**config.mk**
```make
export PLATFORM = sky130hd
export DESIGN_NAME = meas_window_monitor
export DESIGN_NICKNAME = d
export VERILOG_FILES = /design/src/rtl/mw_pkg.sv /design/src/rtl/mw_channel.sv /design/src/rtl/mw_status.sv /design/src/rtl/mw_regport.sv /design/src/rtl/meas_window_monitor.sv
export SDC_FILE = /design/constraint.sdc
export NUM_CORES = 1
export LEC_CHECK = 0
export BUFFER_PORTS_ARGS = -buffer_cell sky130_fd_sc_hd__buf_2
export CORE_ASPECT_RATIO = 0.9
export CORE_UTILIZATION = 45
export CTS_BUF_LIST = sky130_fd_sc_hd__clkbuf_2 sky130_fd_sc_hd__clkbuf_4 sky130_fd_sc_hd__clkbuf_8
export CTS_CLUSTER_SIZE = 20
export DETAILED_ROUTE_END_ITERATION = 10
export MAX_ROUTING_LAYER = met4
export PLACE_DENSITY = 0.7
export SYNTH_ARGS = -nofsm -noshare
export SYNTH_HDL_FRONTEND = slang
export SYNTH_SLANG_ARGS = --single-unit
```
**constraint.sdc**
```tcl
create_clock -name clk -period 2 [get_ports clk]
set_clock_uncertainty 0.05 [all_clocks]
set_input_delay 0.2 -clock clk [delete_from_list [all_inputs] [get_ports clk]]
set_output_delay 0.2 -clock clk [all_outputs]
set_load 0.01 [all_outputs]
```
**src/rtl/mw_pkg.sv**
```systemverilog
// Package for the measurement window monitor.
// Holds the register width and the helpers that lay out the register map.
// Assumes no more than eight channels, so status and mask fit in one register.
package mw_pkg;
    localparam int REG_W = 8;

    // Number of address bits needed for the register map of n channels
    function automatic int addr_bits(input int n);
        return $clog2(3 * n + 2);
    endfunction
endpackage

```
**src/rtl/mw_channel.sv**
```systemverilog
// One channel: reading register, window limits, and the out-of-window flag.
// Takes the upper REG_W bits of the converter code as its reading.
// Assumes sample_en is asserted for at most one channel at a time.
module mw_channel #(
    parameter int CONV_W = 10,
    parameter int REG_W  = 8
) (
    input  logic              clk,
    input  logic              rst_n,
    input  logic              sample_en,
    input  logic [CONV_W-1:0] sample_code,
    input  logic              lo_we,
    input  logic              hi_we,
    input  logic [REG_W-1:0]  wdata,
    output logic [REG_W-1:0]  reading,
    output logic [REG_W-1:0]  lo_lim,
    output logic [REG_W-1:0]  hi_lim,
    output logic              out_now,
    output logic              violation
);
    logic [REG_W-1:0] sample_val;
    logic             outside;

    // Compare the incoming sample against the present window (strict bounds)
    always_comb begin
        sample_val = sample_code[CONV_W-1 -: REG_W];
        outside    = (sample_val > hi_lim) || (sample_val < lo_lim);
        violation  = sample_en && outside;
    end

    // Hold the latest reading and whether it fell outside the window
    always_ff @(posedge clk) begin
        if (!rst_n) begin
            reading <= '0;
            out_now <= 1'b0;
        end else if (sample_en) begin
            reading <= sample_val;
            out_now <= outside;
        end
    end

    // Store the limits written by software; no retroactive compare
    always_ff @(posedge clk) begin
        if (!rst_n) begin
            lo_lim <= '0;
            hi_lim <= '1;
        end else begin
            if (lo_we) lo_lim <= wdata;
            if (hi_we) hi_lim <= wdata;
        end
    end
endmodule

```
**src/rtl/mw_status.sv**
```systemverilog
// Sticky status bits, alert mask, and alert request.
// A status read keeps bits whose channel is still out of range and drops the rest.
// A violation arriving in the same cycle as the read is always kept.
module mw_status #(
    parameter int NUM_CH = 4,
    parameter int REG_W  = 8
) (
    input  logic              clk,
    input  logic              rst_n,
    input  logic [NUM_CH-1:0] violation,
    input  logic [NUM_CH-1:0] out_now,
    input  logic              stat_rd,
    input  logic              mask_we,
    input  logic [REG_W-1:0]  wdata,
    output logic [NUM_CH-1:0] status,
    output logic [NUM_CH-1:0] mask,
    output logic              alert
);
    logic [NUM_CH-1:0] kept;

    // Bits carried into the next cycle before the new violations are added
    always_comb kept = stat_rd ? (status & out_now) : status;

    // Update the sticky status register
    always_ff @(posedge clk) begin
        if (!rst_n) status <= '0;
        else        status <= kept | violation;
    end

    // Update the alert mask register
    always_ff @(posedge clk) begin
        if (!rst_n)       mask <= '0;
        else if (mask_we) mask <= wdata[NUM_CH-1:0];
    end

    // Raise the alert for any unmasked status bit
    always_comb alert = |(status & ~mask);
endmodule

```
**src/rtl/mw_regport.sv**
```systemverilog
// Register port: decodes the address into write enables and registers the read data.
// Map: readings at 0..N-1, low limits at N.., high limits at 2N.., status at 3N, mask at 3N+1.
// Assumes reg_wr and reg_rd are never asserted together.
module mw_regport #(
    parameter int NUM_CH = 4,
    parameter int REG_W  = 8,
    parameter int ADDR_W = 4
) (
    input  logic                         clk,
    input  logic                         rst_n,
    input  logic                         reg_wr,
    input  logic                         reg_rd,
    input  logic [ADDR_W-1:0]            reg_addr,
    input  logic [NUM_CH-1:0][REG_W-1:0] rd_all,
    input  logic [NUM_CH-1:0][REG_W-1:0] lo_all,
    input  logic [NUM_CH-1:0][REG_W-1:0] hi_all,
    input  logic [NUM_CH-1:0]            status,
    input  logic [NUM_CH-1:0]            mask,
    output logic [NUM_CH-1:0]            lo_we,
    output logic [NUM_CH-1:0]            hi_we,
    output logic                         mask_we,
    output logic                         stat_rd,
    output logic [REG_W-1:0]             rdata
);
    localparam int LO_BASE   = NUM_CH;
    localparam int HI_BASE   = 2 * NUM_CH;
    localparam int STAT_ADDR = 3 * NUM_CH;
    localparam int MASK_ADDR = 3 * NUM_CH + 1;

    logic [REG_W-1:0] rd_next;

    // Decode the write enables and the status read strobe
    always_comb begin
        for (int i = 0; i < NUM_CH; i++) begin
            lo_we[i] = reg_wr && (reg_addr == ADDR_W'(LO_BASE + i));
            hi_we[i] = reg_wr && (reg_addr == ADDR_W'(HI_BASE + i));
        end
        mask_we = reg_wr && (reg_addr == ADDR_W'(MASK_ADDR));
        stat_rd = reg_rd && (reg_addr == ADDR_W'(STAT_ADDR));
    end

    // Select the addressed register for read-back
    always_comb begin
        rd_next = '0;
        for (int i = 0; i < NUM_CH; i++) begin
            if (reg_addr == ADDR_W'(i))           rd_next = rd_all[i];
            if (reg_addr == ADDR_W'(LO_BASE + i)) rd_next = lo_all[i];
            if (reg_addr == ADDR_W'(HI_BASE + i)) rd_next = hi_all[i];
        end
        if (reg_addr == ADDR_W'(STAT_ADDR)) rd_next = REG_W'(status);
        if (reg_addr == ADDR_W'(MASK_ADDR)) rd_next = REG_W'(mask);
    end

    // Register the read data one cycle after the read strobe
    always_ff @(posedge clk) begin
        if (!rst_n)      rdata <= '0;
        else if (reg_rd) rdata <= rd_next;
    end
endmodule

```
**src/rtl/meas_window_monitor.sv**
```systemverilog
// Top of the measurement window monitor.
// Holds one reading and a low/high limit pair per channel, records sticky
// out-of-window status, and raises a maskable alert.
// Assumes conv_chan names an existing channel whenever conv_valid is high.
module meas_window_monitor #(
    parameter int NUM_CH = 4,
    parameter int CONV_W = 10,
    parameter int CH_W   = (NUM_CH > 1) ? $clog2(NUM_CH) : 1,
    parameter int ADDR_W = mw_pkg::addr_bits(NUM_CH)
) (
    input  logic                    clk,
    input  logic                    rst_n,
    input  logic                    conv_valid,
    input  logic [CH_W-1:0]         conv_chan,
    input  logic [CONV_W-1:0]       conv_data,
    input  logic                    reg_wr,
    input  logic                    reg_rd,
    input  logic [ADDR_W-1:0]       reg_addr,
    input  logic [mw_pkg::REG_W-1:0] reg_wdata,
    output logic [mw_pkg::REG_W-1:0] reg_rdata,
    output logic                    alert
);
    localparam int REG_W = mw_pkg::REG_W;

    logic [NUM_CH-1:0][REG_W-1:0] rd_all;
    logic [NUM_CH-1:0][REG_W-1:0] lo_all;
    logic [NUM_CH-1:0][REG_W-1:0] hi_all;
    logic [NUM_CH-1:0]            out_now;
    logic [NUM_CH-1:0]            violation;
    logic [NUM_CH-1:0]            lo_we;
    logic [NUM_CH-1:0]            hi_we;
    logic [NUM_CH-1:0]            stat_bits;
    logic [NUM_CH-1:0]            mask_bits;
    logic                         mask_we;
    logic                         stat_rd;

    for (genvar g = 0; g < NUM_CH; g++) begin : g_chan
        logic sel;
        // Route the converter strobe to this channel
        always_comb sel = conv_valid && (conv_chan == CH_W'(g));

        mw_channel #(.CONV_W(CONV_W), .REG_W(REG_W)) u_chan (
            .clk        (clk),
            .rst_n      (rst_n),
            .sample_en  (sel),
            .sample_code(conv_data),
            .lo_we      (lo_we[g]),
            .hi_we      (hi_we[g]),
            .wdata      (reg_wdata),
            .reading    (rd_all[g]),
            .lo_lim     (lo_all[g]),
            .hi_lim     (hi_all[g]),
            .out_now    (out_now[g]),
            .violation  (violation[g])
        );
    end

    mw_status #(.NUM_CH(NUM_CH), .REG_W(REG_W)) u_status (
        .clk      (clk),
        .rst_n    (rst_n),
        .violation(violation),
        .out_now  (out_now),
        .stat_rd  (stat_rd),
        .mask_we  (mask_we),
        .wdata    (reg_wdata),
        .status   (stat_bits),
        .mask     (mask_bits),
        .alert    (alert)
    );

    mw_regport #(.NUM_CH(NUM_CH), .REG_W(REG_W), .ADDR_W(ADDR_W)) u_regs (
        .clk     (clk),
        .rst_n   (rst_n),
        .reg_wr  (reg_wr),
        .reg_rd  (reg_rd),
        .reg_addr(reg_addr),
        .rd_all  (rd_all),
        .lo_all  (lo_all),
        .hi_all  (hi_all),
        .status  (stat_bits),
        .mask    (mask_bits),
        .lo_we   (lo_we),
        .hi_we   (hi_we),
        .mask_we (mask_we),
        .stat_rd (stat_rd),
        .rdata   (reg_rdata)
    );
endmodule

```
* After elaboration in Yosys (flattened, before gate mapping)
Cells that the tools add are included.
Widths: inputs -> output; s select.
** Word-level totals
- Register bits after elaboration :: 116
- Input bits :: 29
- Output and inout bits :: 9
- Word-level logic and storage cells :: 87
** Operators by class
- $lt $le $gt $ge :: 8
- Equal/unequal tests :: 16
- Mux-type cells :: 15
- Bitwise gates (word level) :: 4
- Reduce and logical (&&, ||, !) cells :: 25
** Operator list (number)
- $mux 8 :: 14
- $gt 8x8->1 :: 4
- $lt 8x8->1 :: 4
- $eq 4x4->1 const B :: 6
- $logic_and 1x1->1 :: 18
- $eq 4x3->1 const B :: 4
- $and 4x4->4 :: 2
- $eq 4x2->1 const B :: 2
- $eq 2x2->1 const B :: 2
- $eq 4x1->1 const B :: 1
- $logic_not 4->1 :: 1
- $logic_or 1x1->1 :: 4
- $mux 4 :: 1
- $not 4->4 :: 1
- $or 4x4->4 :: 1
- $reduce_or 4->1 :: 1
- $eq 2x1->1 const B :: 1
- $logic_not 2->1 :: 1

* Longest topological paths before layout
Gate-level depths: netlist of the first run.
- Word-level depth :: 15
- Depth in mapped cells :: 8
- Mapped depth without buffers :: 7

* By module
From an unflattened synthesis of the first run, not the netlist that was laid out.
** Second synthesis, totals
- Cell total of the unflattened synthesis :: 823
- Area, all modules :: 7085.5 µm²
** By module, submodules not included
- mw_channel :: times used 4, cells each 135, area an instance 1283.7 µm², sequential area each 500.5 µm²
- mw_regport :: times used 1, cells each 245, area an instance 1582.8 µm², sequential area each 160.2 µm²
- mw_status :: times used 1, cells each 34, area an instance 330.3 µm², sequential area each 160.2 µm²
- meas_window_monitor :: times used 1, cells each 4, area an instance 37.5 µm², sequential area each 0.0 µm²

* Worst setup path after synthesis of the first run
Ideal clock, no wire load.
- Path type :: register to register
- Start :: reg g_chan[3].u_chan.lo_lim[4]
- End :: reg u_status.status[3]
- Library setup time :: 74 ps
- Arrival time :: 1519 ps
- Data required time :: 1876 ps
- Setup slack :: 357 ps
- Stages on the path, launching flop included :: 8
- Buffers on the path :: 0
- Clock period less this slack :: 1643 ps
- Cell sequence :: dfxtp_1 -> inv_1 -> ha_1 -> a21o_1 -> a2111oi_0 -> o21a_1 -> nor2_1 -> a31oi_1
** Between the ends
- Cells in the longest elaborated chain, start to end :: 4
** Ends and longest elaborated chain
- start: declaration :: RTL line mw_channel.sv:16 : output logic [REG_W-1:0] lo_lim,
- start signal: assignment :: RTL line mw_channel.sv:48 : if (lo_we) lo_lim <= wdata;
- $lt 8x8->1 :: RTL line mw_channel.sv:27 : outside = (sample_val > hi_lim) || (sample_val < lo_lim);
- $logic_or 1x1->1 :: RTL line mw_channel.sv:27
- $logic_and 1x1->1 :: RTL line mw_channel.sv:28 : violation = sample_en && outside;
- $or 4x4->4 :: RTL line mw_status.sv:27 : else status <= kept | violation;
- end signal: assignment :: RTL line mw_status.sv:27
- end: declaration :: RTL line mw_status.sv:15 : output logic [NUM_CH-1:0] status,
No other way between the ends.
A chain may end at the register's enable or synchronous reset.

* Final worst setup path of the first run
- Start :: reg g_chan[1].u_chan.lo_lim[5]
- End :: reg u_status.status[1]
** Between the ends
- Cells in the longest elaborated chain, start to end :: 4
** Ends and longest elaborated chain (RTL line)
- start: declaration :: mw_channel.sv:16
- start signal: assignment :: mw_channel.sv:48
- $lt 8x8->1 :: mw_channel.sv:27
- $logic_or 1x1->1 :: mw_channel.sv:27
- $logic_and 1x1->1 :: mw_channel.sv:28
- $or 4x4->4 :: mw_status.sv:27
No other way between the ends.

==> results of run 1 <==
[cell families (layout without fill, tap and decap cells)]
logic type	Yosys count	in the layout
flip-flops	116	116
adder cells (fa/ha/maj)	60	60
AND/OR/NAND/NOR	261	261
buffers and inverters	124	180
multiplexers	48	48
AO/OA/AOI/OAI	255	255
[layout by cell type (no fill, tap or decap), types with 27 or more instances in the layout]
master and count:
buf_4 47, a21oi_1 38, a21boi_0 40, nand2_1 116
o211ai_1 42, dfxtp_1 116, inv_1 65, ha_1 60
buf_2 35, nor2b_1 45, nor2_1 27, mux2i_1 39
o21ai_0 47
[final cells by class]
| type | instances | area, µm² |
|---|---|---|
| Sequential cell | 116 | 2320 |
| Tap cell | 202 | 253 |
| Inverter | 65 | 244 |
| Clock buffer | 21 | 270 |
| Timing Repair Buffer | 84 | 568 |
| Fill cell | 1476 | 7340 |
| Clock inverter | 10 | 133 |
| Multi-Input combinational cell | 624 | 4310 |
[sequential cells by signal (all words and copies together) (netlist names)]
register               cells
g_chan.u_chan.reading     32
g_chan.u_chan.hi_lim      32
u_regs.rdata               8
u_status.status            4
g_chan.u_chan.out_now      4
g_chan.u_chan.lo_lim      32
u_status.mask              4
[stage by stage]
step	cell area, µm²	setup slack [ps]	instances	utilization [%]	total power [W]
final	8100	155	1122	52.5	0.00551
after global routing	8100	10.0	1122	52.5	0.00571
after CTS	8090	87.5	1122	52.4	0.00551
after detailed placement	7680	52.2	1091	49.8	0.00326
after global placement	7680	94.7	1091	49.8	0.00325
after floorplan	7140	357	864	-	0.00295
[routing by layer]
layer	vias up	global-route usage [%]
li1	3160	-
met3	51	6.64
met2	292	43.1
met1	3116	37.3
met5	-	-
met4	0	12.0
[worst reg2reg max path, cell delays in order (launching register included)]
cell and delay, ps:
dfxtp_1 360, inv_1 60, ha_1 300, a2111oi_0 450, nand2_1 110, a41oi_1 250, nor3_1 70, a21oi_1 130
[worst max path at each step]
| stage | start | end | slack, ps | cells after the start |
|---|---|---|---|---|
| CTS | g_chan[3].u_chan.lo_lim[4]$_SDFFE_PN0P_ | u_status.status[3]$_SDFF_PN0_ | 90 | 7 |
| floorplan | g_chan[3].u_chan.lo_lim[4]$_SDFFE_PN0P_ | u_status.status[3]$_SDFF_PN0_ | 360 | 7 |
| detailed placement | reg_addr[2] | g_chan[1].u_chan.lo_lim[4]$_SDFFE_PN0P_ | 50 | 7 |
| global placement | reg_addr[2] | g_chan[1].u_chan.lo_lim[1]$_SDFFE_PN0P_ | 90 | 7 |
| global route | g_chan[1].u_chan.lo_lim[5]$_SDFFE_PN0P_ | g_chan[1].u_chan.out_now$_SDFFE_PN0P_ | 10 | 7 |
| finish | g_chan[1].u_chan.lo_lim[5]$_SDFFE_PN0P_ | u_status.status[1]$_SDFF_PN0_ | 160 | 7 |
[power by group through the flow]
stage	registers (W)	clock network, W	logic (W)
final	0.00241	0.00227	0.000828
after floorplan	0.00245	0	0.000500
after CTS	0.00241	0.00229	0.000806
after global routing	0.00241	0.00240	0.000893
after global placement	0.00246	0	0.000789
after detailed placement	0.00246	0	0.000802
==> out/results.txt, run 1 <==
Post-DRT Antenna Nets: 0
mux contribution to synthesized area: 6.89%
Hold Path Depth: 3
Post-CTS Setup Bufs: 0
grt total ovfl: 0
Crit-path slowest cell: a2111oi_0
Critical R2R Launch: g_chan[1].u_chan.lo_lim[5]$_SDFFE_PN0P_
reg-to-reg critical path endpoint: u_status.status[1]$_SDFF_PN0_
Logic pwr share: 15.0%
Final GP Congestion: 0.929
Post-Syn Area: 7140 µm²
Diodes inserted: 0
GRT Overall Usage: 28.9%
DR vias/cell: 5.90
setup violators final: 0
post-route setup TNS: 0 ps
Hold Fails Final Rpt: 0
Worst Path Arrival: 2170 ps
register area share after synthesis: 32.5%
worst reg2reg path depth: 7
buffers added on ports: 35
Peak VDD IR: 0.416 mV
P_sw: 0.00153 W
initial antenna violation count: 0
Worst Path Required: 2330 ps
Netlist cell types: 55
Worst path top cell family by delay: compound AO/OA/AOI/OAI gates
chip width: 135 µm
WL per Instance: 20.0 µm
clock share of power: 41.2%
clk sinks: 116
Setup Crit Path Kind: flop to flop
CTS Buf Count: 17
Leakage: 3.26 nW
hold slack: 96.2 ps
WL final: 22.4 mm
class of the worst hold path: primary input to flop
status: finished, final reports clean
PD cells: 680 nW/µm²
die height: 122 µm
Setup crit start kind: flop
switching part of the total: 27.7%
number of synthesized flops with an enable pin: 0
via count: 6619
core box area: 15400 µm²
Synth Net Count: 953
IO Count: 38
adder-cell share of the synthesized area: 10.5%
Synth area leaders: dfxtp_1 33%, ha_1 11%, nand2_1 6.1%
CTS Root Cell: clkbuf_8
Post-synth ARST share: 0%
R2R setup slack: 160 ps
number of max-cap violations: 0
CTS Buffer Depth: 2
first-pass GRT wire length: 33.8 mm
initial core utilization: 46.3%
H-tree levels: 4
WL met3: 1.96 mm
Worst-Margin Slew: 660 ps
Primary FF master, synth: dfxtp_1
part of the power in registers: 43.7%
Yosys top cell by area: dfxtp_1
relative slew slack: 55.9%
Synth Area in Compound Gates: 24.2%
Syn Inst Count: 864
share of cells above drive strength 1: 15.3%
Top Layer Used: met4
largest family of logic cells by synthesized area: compound AO/OA/AOI/OAI gates
min-delay src: reg_rd
hold_buf cts: 0
largest net degree at the start of global routing: 63
Yosys reg bits: 116
TritonCTS clock tree: built
CP max FO: 3
Clock Latency Late Sink: 440 ps
Worst Setup End Kind: flop
Post-DP HPWL: 16.0 mm
fin crit period: 1840 ps
CTS clk-pin slew, worst paths: 70 ps
post-synthesis simple-gate area fraction: 18.4%
Syn-to-layout area delta: 13.4%
Tcrit/Tclk final: 92.2%
post-synth top area share: 32.5%
CP Cell Sequence: inv_1 -> ha_1 -> a2111oi_0 -> nand2_1 -> a41oi_1 -> nor3_1 -> a21oi_1
cts repair resizes: 0
Yosys warnings: 0
Met2 Wirelength: 9.67 mm
hold path endpoint: u_regs.rdata[5]$_SDFFE_PN0P_
Final Max Tran Viols: 0
XOR/XNOR Fraction of Synth Area: 0%
syn_area_per_cell: 8.27 µm²
Pre-Repair DR Iteration Count: 6
maximum clock frequency: 0.542 GHz
slowest stage delay, CP: 450 ps
Pint: 0.00398 W
drc violations: 0
row cnt: 43
die area: 16400 µm²
synth cell count leaders: 116 x dfxtp_1, 116 x nand2_1, 65 x inv_1
First DRT Iteration DRCs: 518
unrepaired setup endpoints after global routing: no
Buf+Inv Stages, Crit Path: 1
Final nets: 997
vias in the first global route: 6012
met1 WL: 9.96 mm
(Power assumes the default switching activity.)
==> run 2: changes to the inputs <==
==> constraint.sdc (replaced) <==
create_clock -name clk -period 2.25 [get_ports clk]
set_clock_uncertainty 0.05 [all_clocks]
set_input_delay 0.225 -clock clk [delete_from_list [all_inputs] [get_ports clk]]
set_output_delay 0.225 -clock clk [all_outputs]
set_load 0.01 [all_outputs]
==> out/results.txt, run 2 (synthesized netlist as in run 1, its figures left out) <==
Final WS setup: 362 ps (+207 ps)
initial antenna violation count: 0 (unchanged)
Leakage: 3.18 nW (-2.3%)
Final GP Congestion: 0.959 (+3.2%)
critical path startpoint: g_chan[1].u_chan.lo_lim[5]$_SDFFE_PN0P_
number of max-cap violations: 0 (unchanged)
pre-CTS WS: 124 ps (+71.4 ps)
unrepaired setup endpoints after global routing: no
CTS Buf Count: 17 (unchanged)
Hold Fails Final Rpt: 0 (unchanged)
row cnt: 43 (unchanged)
PD cells: 625 nW/µm² (-8.2%)
Tcrit/Tclk final: 83.9% (-8.3 points)
Setup Crit Path Kind: flop to flop
Post-DP HPWL: 15.7 mm (-2.2%)
largest net degree at the start of global routing: 83 (+32%)
die height: 122 µm (unchanged)
Post-CTS Setup Bufs: 0 (unchanged)
Diodes inserted: 0 (unchanged)
H-tree levels: 4 (unchanged)
relative slew slack: 53.0% (-2.9 points)
share of cells above drive strength 1: 13.5% (-1.8 points)
GRT Overall Usage: 29.3% (+0.44 points)
core box area: 15400 µm² (unchanged)
Worst Path Arrival: 2220 ps (+50 ps)
fin crit period: 1890 ps (+43.1 ps)
Worst Setup End Kind: flop
cts repair resizes: 0 (unchanged)
Fillers: 1508 (+2.2%)
IO Count: 38 (unchanged)
biggest regs: g_chan.u_chan.hi_lim x32, g_chan.u_chan.lo_lim x32, g_chan.u_chan.reading x32
CTS Root Cell: clkbuf_8
drc violations: 2 (+2)
initial core utilization: 46.3% (unchanged)
setup violators final: 0 (unchanged)
hold_buf cts: 0 (unchanged)
Peak VDD IR: 0.358 mV (-14%)
TritonCTS clock tree: built
Final Max Tran Viols: 0 (unchanged)
post-route setup TNS: 0 ps (unchanged)
First DRT Iteration DRCs: 485 (-6.4%)
Worst-Margin Slew: 702 ps (+42.8 ps)
via count: 6493 (-1.9%)
Setup crit start kind: flop
class of the worst hold path: primary input to flop
Critical R2R Launch: g_chan[1].u_chan.lo_lim[5]$_SDFFE_PN0P_
CTS Buffer Depth: 2 (unchanged)
Clock Latency Late Sink: 460 ps (+20 ps)
vias in the first global route: 6090 (+1.3%)
CTS clk-pin slew, worst paths: 70 ps (about the same)
Post-DRT Antenna Nets: 0 (unchanged)
maximum clock frequency: 0.530 GHz (-2.3%)
failing checks: design-rule violations
most frequent cells in the layout: 116 x nand2_1, 116 x dfxtp_1, 65 x inv_1
DR vias/cell: 5.88 (-0.39%)
Worst Path Required: 2580 ps (+250 ps)
chip width: 135 µm (unchanged)
clk sinks: 116 (unchanged)
Syn-to-layout area delta: 11.5%
WL per Instance: 20.1 µm (+0.66%)
first-pass GRT wire length: 34.4 mm (+1.7%)
grt total ovfl: 0 (unchanged)
WL final: 22.2 mm (-0.87%)
CP max FO: 3 (unchanged)
die area: 16400 µm² (unchanged)
Pre-Repair DR Iteration Count: 8 (+2)
buffers added on ports: 35 (unchanged)
status: complete, but fails checks
Final nets: 979 (-1.8%)
min-delay src: conv_data[6]
## run 2: changes by cell type in the layout (fill, tap and decap cells not counted), sizes merged
cell,previous run,this run
clkbuf,21,23
buf,84,66
clkinvlp,3,2
## run 2: final timing paths
kind	to	slack, ps	depth (start not counted)
min	g_chan[3].u_chan.reading[4]$_SDFFE_PN0P_	110	3
max reg2reg	u_status.status[1]$_SDFF_PN0_	360	7
max	u_status.status[1]$_SDFF_PN0_	360	7
min reg2reg	g_chan[3].u_chan.reading[2]$_SDFFE_PN0P_	420	2
## run 2: power breakdown
part / internal [W] / switching (W)
clock network: 0.00123 / 0.000903
logic: 0.000262 / 0.000437
registers: 0.00211 / 0.0000363
## run 2: per-layer routing
metal / track usage, % / up-vias / wire, µm
met3: 4.18 / 43 / 1360
met2: 44.6 / 227 / 9870
met1: 38.7 / 3107 / 10300
li1: - / 3116 / -
met5: - / - / 0
met4: 12.8 / 0 / 682
## run 2: layout make-up
cell class	instances	area, µm²	area share [%]
clock inverter	9	125	1.57
inverter	65	244	3.06
timing repair buffer	66	420	5.28
sequential	116	2320	29.2
multi-input combinational	624	4300	53.9
tap	202	253	3.17
clock buffer	23	304	3.82
## run 2: critical path, stage by stage, from the launching register on
cell and delay, ps:
dfxtp_1 360, inv_1 50, ha_1 310, a2111oi_0 480
nand2_1 100, a41oi_1 250, nor3_1 70, a21oi_1 140
## run 2: through the flow
stage | hold WS [ps] | cells | utilization, % | instance area [µm²] | power [W]
2_1_floorplan | 320 | 864 | - | 7140 | 0.00262
3_3_place_gp | 385 | 1073 | 48.8 | 7540 | 0.00286
3_5_place_dp | 408 | 1073 | 48.8 | 7540 | 0.00287
4_1_cts | 86.9 | 1105 | 51.6 | 7970 | 0.00497
5_1_grt | 117 | 1105 | 51.6 | 7970 | 0.00515
6_report | 106 | 1105 | 51.6 | 7970 | 0.00498
==> run 3: changes to the inputs <==
--- a/config.mk
+++ b/config.mk
@@ -5,6 +5,7 @@
 export SDC_FILE = /design/constraint.sdc
 export NUM_CORES = 1
 export LEC_CHECK = 0
+export ABC_AREA = 1
 export BUFFER_PORTS_ARGS = -buffer_cell sky130_fd_sc_hd__buf_2
 export CORE_ASPECT_RATIO = 0.9
 export CORE_UTILIZATION = 45
==> constraint.sdc (replaced) <==
create_clock -name clk -period 1.9 [get_ports clk]
set_clock_uncertainty 0.05 [all_clocks]
set_input_delay 0.19 -clock clk [delete_from_list [all_inputs] [get_ports clk]]
set_output_delay 0.19 -clock clk [all_outputs]
set_load 0.01 [all_outputs]
==> out/results.txt, run 3 <==
Netlist cell types: 33 (-40%)
Final GP Congestion: 0.887 (-7.4%)
worst reg2reg path depth: 7 (unchanged)
synth cell count leaders: 145 x nand2_1, 119 x a21oi_1, 116 x dfxtp_1
cell with the most instances after synthesis: nand2_1
grt total ovfl: 0 (unchanged)
Post-synth ARST share: 0% (unchanged)
Final Max Tran Viols: 0 (unchanged)
initial core utilization: 46.9% (+0.60 points)
Clock Latency Late Sink: 460 ps (about the same)
First DRT Iteration DRCs: 507 (+4.5%)
GRT Overall Usage: 27.8% (-1.5 points)
hold slack: 63.1 ps (-43.1 ps)
largest net degree at the start of global routing: 86 (+3.6%)
Hold Path Depth: 3 (unchanged)
share of cells above drive strength 1: 14.0% (+0.45 points)
Worst Path Required: 2230 ps (-350 ps)
Yosys reg bits: 116 (unchanged)
Tcrit/Tclk final: 93.1% (+9.2 points)
buffers added on ports: 35 (unchanged)
Fillers: 1362 (-9.7%)
chip width: 127 µm (-5.6%)
DR vias/cell: 5.36 (-8.8%)
number of synthesized flops with an enable pin: 0 (unchanged)
vias in the first global route: 5527 (-9.2%)
Worst Path Arrival: 2100 ps (-120 ps)
Peak VDD IR: 0.595 mV (+66%)
Register Area: 2320 µm² (unchanged)
pre-CTS WS: 55.7 ps (-68.0 ps)
Primary FF master, synth: dfxtp_1
Yosys top cell by area: dfxtp_1
Final WS setup: 130 ps (-232 ps)
drc violations: 0 (-2)
setup violators final: 0 (unchanged)
Syn Inst Count: 884 (+2.3%)
CP max FO: 2 (-1)
unrepaired setup endpoints after global routing: no
most common cell after layout, fill and taps aside: nand2_1
Post-DP HPWL: 13.5 mm (-14%)
most frequent cells in the layout: 145 x nand2_1, 119 x a21oi_1, 116 x dfxtp_1
clk sinks: 116 (unchanged)
Post-Syn Area: 6350 µm² (-11%)
Setup Crit Path Kind: flop to flop
relative slew slack: 52.8% (-0.16 points)
Worst Setup End Kind: flop
Diodes inserted: 0 (unchanged)
Post-DRT Antenna Nets: 0 (unchanged)
Hold Fails Final Rpt: 0 (unchanged)
CTS Buffer Depth: 2 (unchanged)
number of max-cap violations: 0 (unchanged)
die area: 14600 µm² (-11%)
PD cells: 829 nW/µm² (+33%)
multi-input logic area: 3460 µm² (-19%)
class of the worst hold path: primary input to flop
CTS Root Cell: clkbuf_8
post-synth top area share: 36.5% (+4.0 points)
Leakage: 3.34 nW (+4.8%)
register area share after synthesis: 36.5% (+4.0 points)
H-tree levels: 4 (unchanged)
Synth area leaders: dfxtp_1 37%, ha_1 12%, a21oi_1 9.4%
die height: 115 µm (-5.6%)
CTS clk-pin slew, worst paths: 70 ps (about the same)
IO Count: 38 (unchanged)
via count: 6157 (-5.2%)
row cnt: 40 (-7.0%)
WL per Instance: 16.3 µm (-19%)
maximum clock frequency: 0.565 GHz (+6.7%)
fin crit period: 1770 ps (-118 ps)
Final nets: 1036 (+5.8%)
WL final: 18.7 mm (-16%)
syn_area_per_cell: 7.19 µm² (-13%)
post-route setup TNS: 0 ps (unchanged)
initial antenna violation count: 0 (unchanged)
status: finished, final reports clean
first-pass GRT wire length: 29.6 mm (-14%)
Syn-to-layout area delta: 17.2%
core box area: 13600 µm² (-12%)
Setup crit start kind: flop
Worst-Margin Slew: 707 ps (+4.29 ps)
Pre-Repair DR Iteration Count: 5 (-3)
Synth Net Count: 973 (+2.1%)
biggest regs: g_chan.u_chan.hi_lim x32, g_chan.u_chan.lo_lim x32, g_chan.u_chan.reading x32
Yosys warnings: 0 (unchanged)
TritonCTS clock tree: built
CTS Buf Count: 17 (unchanged)
run 3: cell count changes after synthesis, sizes merged, moves of 30 or more:
cell	previous run	this run
inv	65	116
nand2	117	148
mux2i	39	0
nand3	7	37
o21ai	49	123
nor2b	45	0
nor2	33	77
a21boi	40	5
a21oi	38	119
run 3: power breakdown:
part | internal, W | switching (W) | leakage, nW | total (W)
Sequential | 0.00252 | 0.0000389 | 0.944 | 0.00255
Combinational | 0.000256 | 0.000490 | 2.14 | 0.000746
Clock | 0.00184 | 0.00104 | 0.250 | 0.00288
Total | 0.00461 | 0.00157 | 3.34 | 0.00618
run 3: critical path, stage by stage (launching register included):
cell     delay (ps)
dfxtp_1         360
inv_1            70
ha_1            290
a21oi_1         140
o21ai_0         150
o21ai_0         350
nand2_1         130
a21oi_1         160
run 3: kinds of logic (layout without fill, tap and decap cells):
kind of cell,Yosys count,after routing,synth area share [%]
and+or+nand+nor,283,283,19.5
AOI/OAI and AO/OA,276,276,23.0
buffers and inverters,149,225,9.12
DFF,116,116,36.5
adders and majority gates,60,60,11.8
run 3: stage by stage:
step | util [%] | cell area [µm²] | cells | power, W
5_1_grt | 54.9 | 7450 | 1149 | 0.00641
4_1_cts | 54.9 | 7440 | 1149 | 0.00619
2_1_floorplan | - | 6350 | 884 | 0.00304
3_3_place_gp | 51.1 | 6940 | 1116 | 0.00332
6_report | 54.9 | 7450 | 1149 | 0.00618
3_5_place_dp | 51.1 | 6940 | 1116 | 0.00333
run 3: layout make-up:
type / instances / share of cell area, %
clock buffer: 23 / 4.00
clock inverter: 9 / 2.65
inverter: 118 / 5.95
multi-input combinational: 619 / 46.5
sequential: 116 / 31.2
tap: 189 / 3.18
timing repair buffer: 75 / 6.59
run 3: worst paths after layout:
check / to / startpoint / slack [ps]
max: g_chan[2].u_chan.out_now$_SDFFE_PN0P_ / g_chan[2].u_chan.lo_lim[7]$_SDFFE_PN0P_ / 130
min: g_chan[3].u_chan.hi_lim[6]$_SDFFE_PN1P_ / reg_wdata[6] / 60
max reg2reg: g_chan[2].u_chan.out_now$_SDFFE_PN0P_ / g_chan[2].u_chan.lo_lim[7]$_SDFFE_PN0P_ / 130
min reg2reg: u_regs.rdata[0]$_SDFFE_PN0P_ / u_regs.rdata[0]$_SDFFE_PN0P_ / 410
run 3: repair_timing:
action,in CTS,in global routing
hold buffers,1,0
endpoints found under the hold margin,1,0
gates resized for setup,0,2
buffers inserted,0,0
endpoints found under the setup margin,0,4
run 3: layer usage:
layer	share of wire [%]	up-vias	track usage, %
li1	-	3096	-
met1	49	2800	39.1
met2	41	225	38.9
met3	7.6	36	5.54
met4	2.4	0	10.6
met5	0	-	-
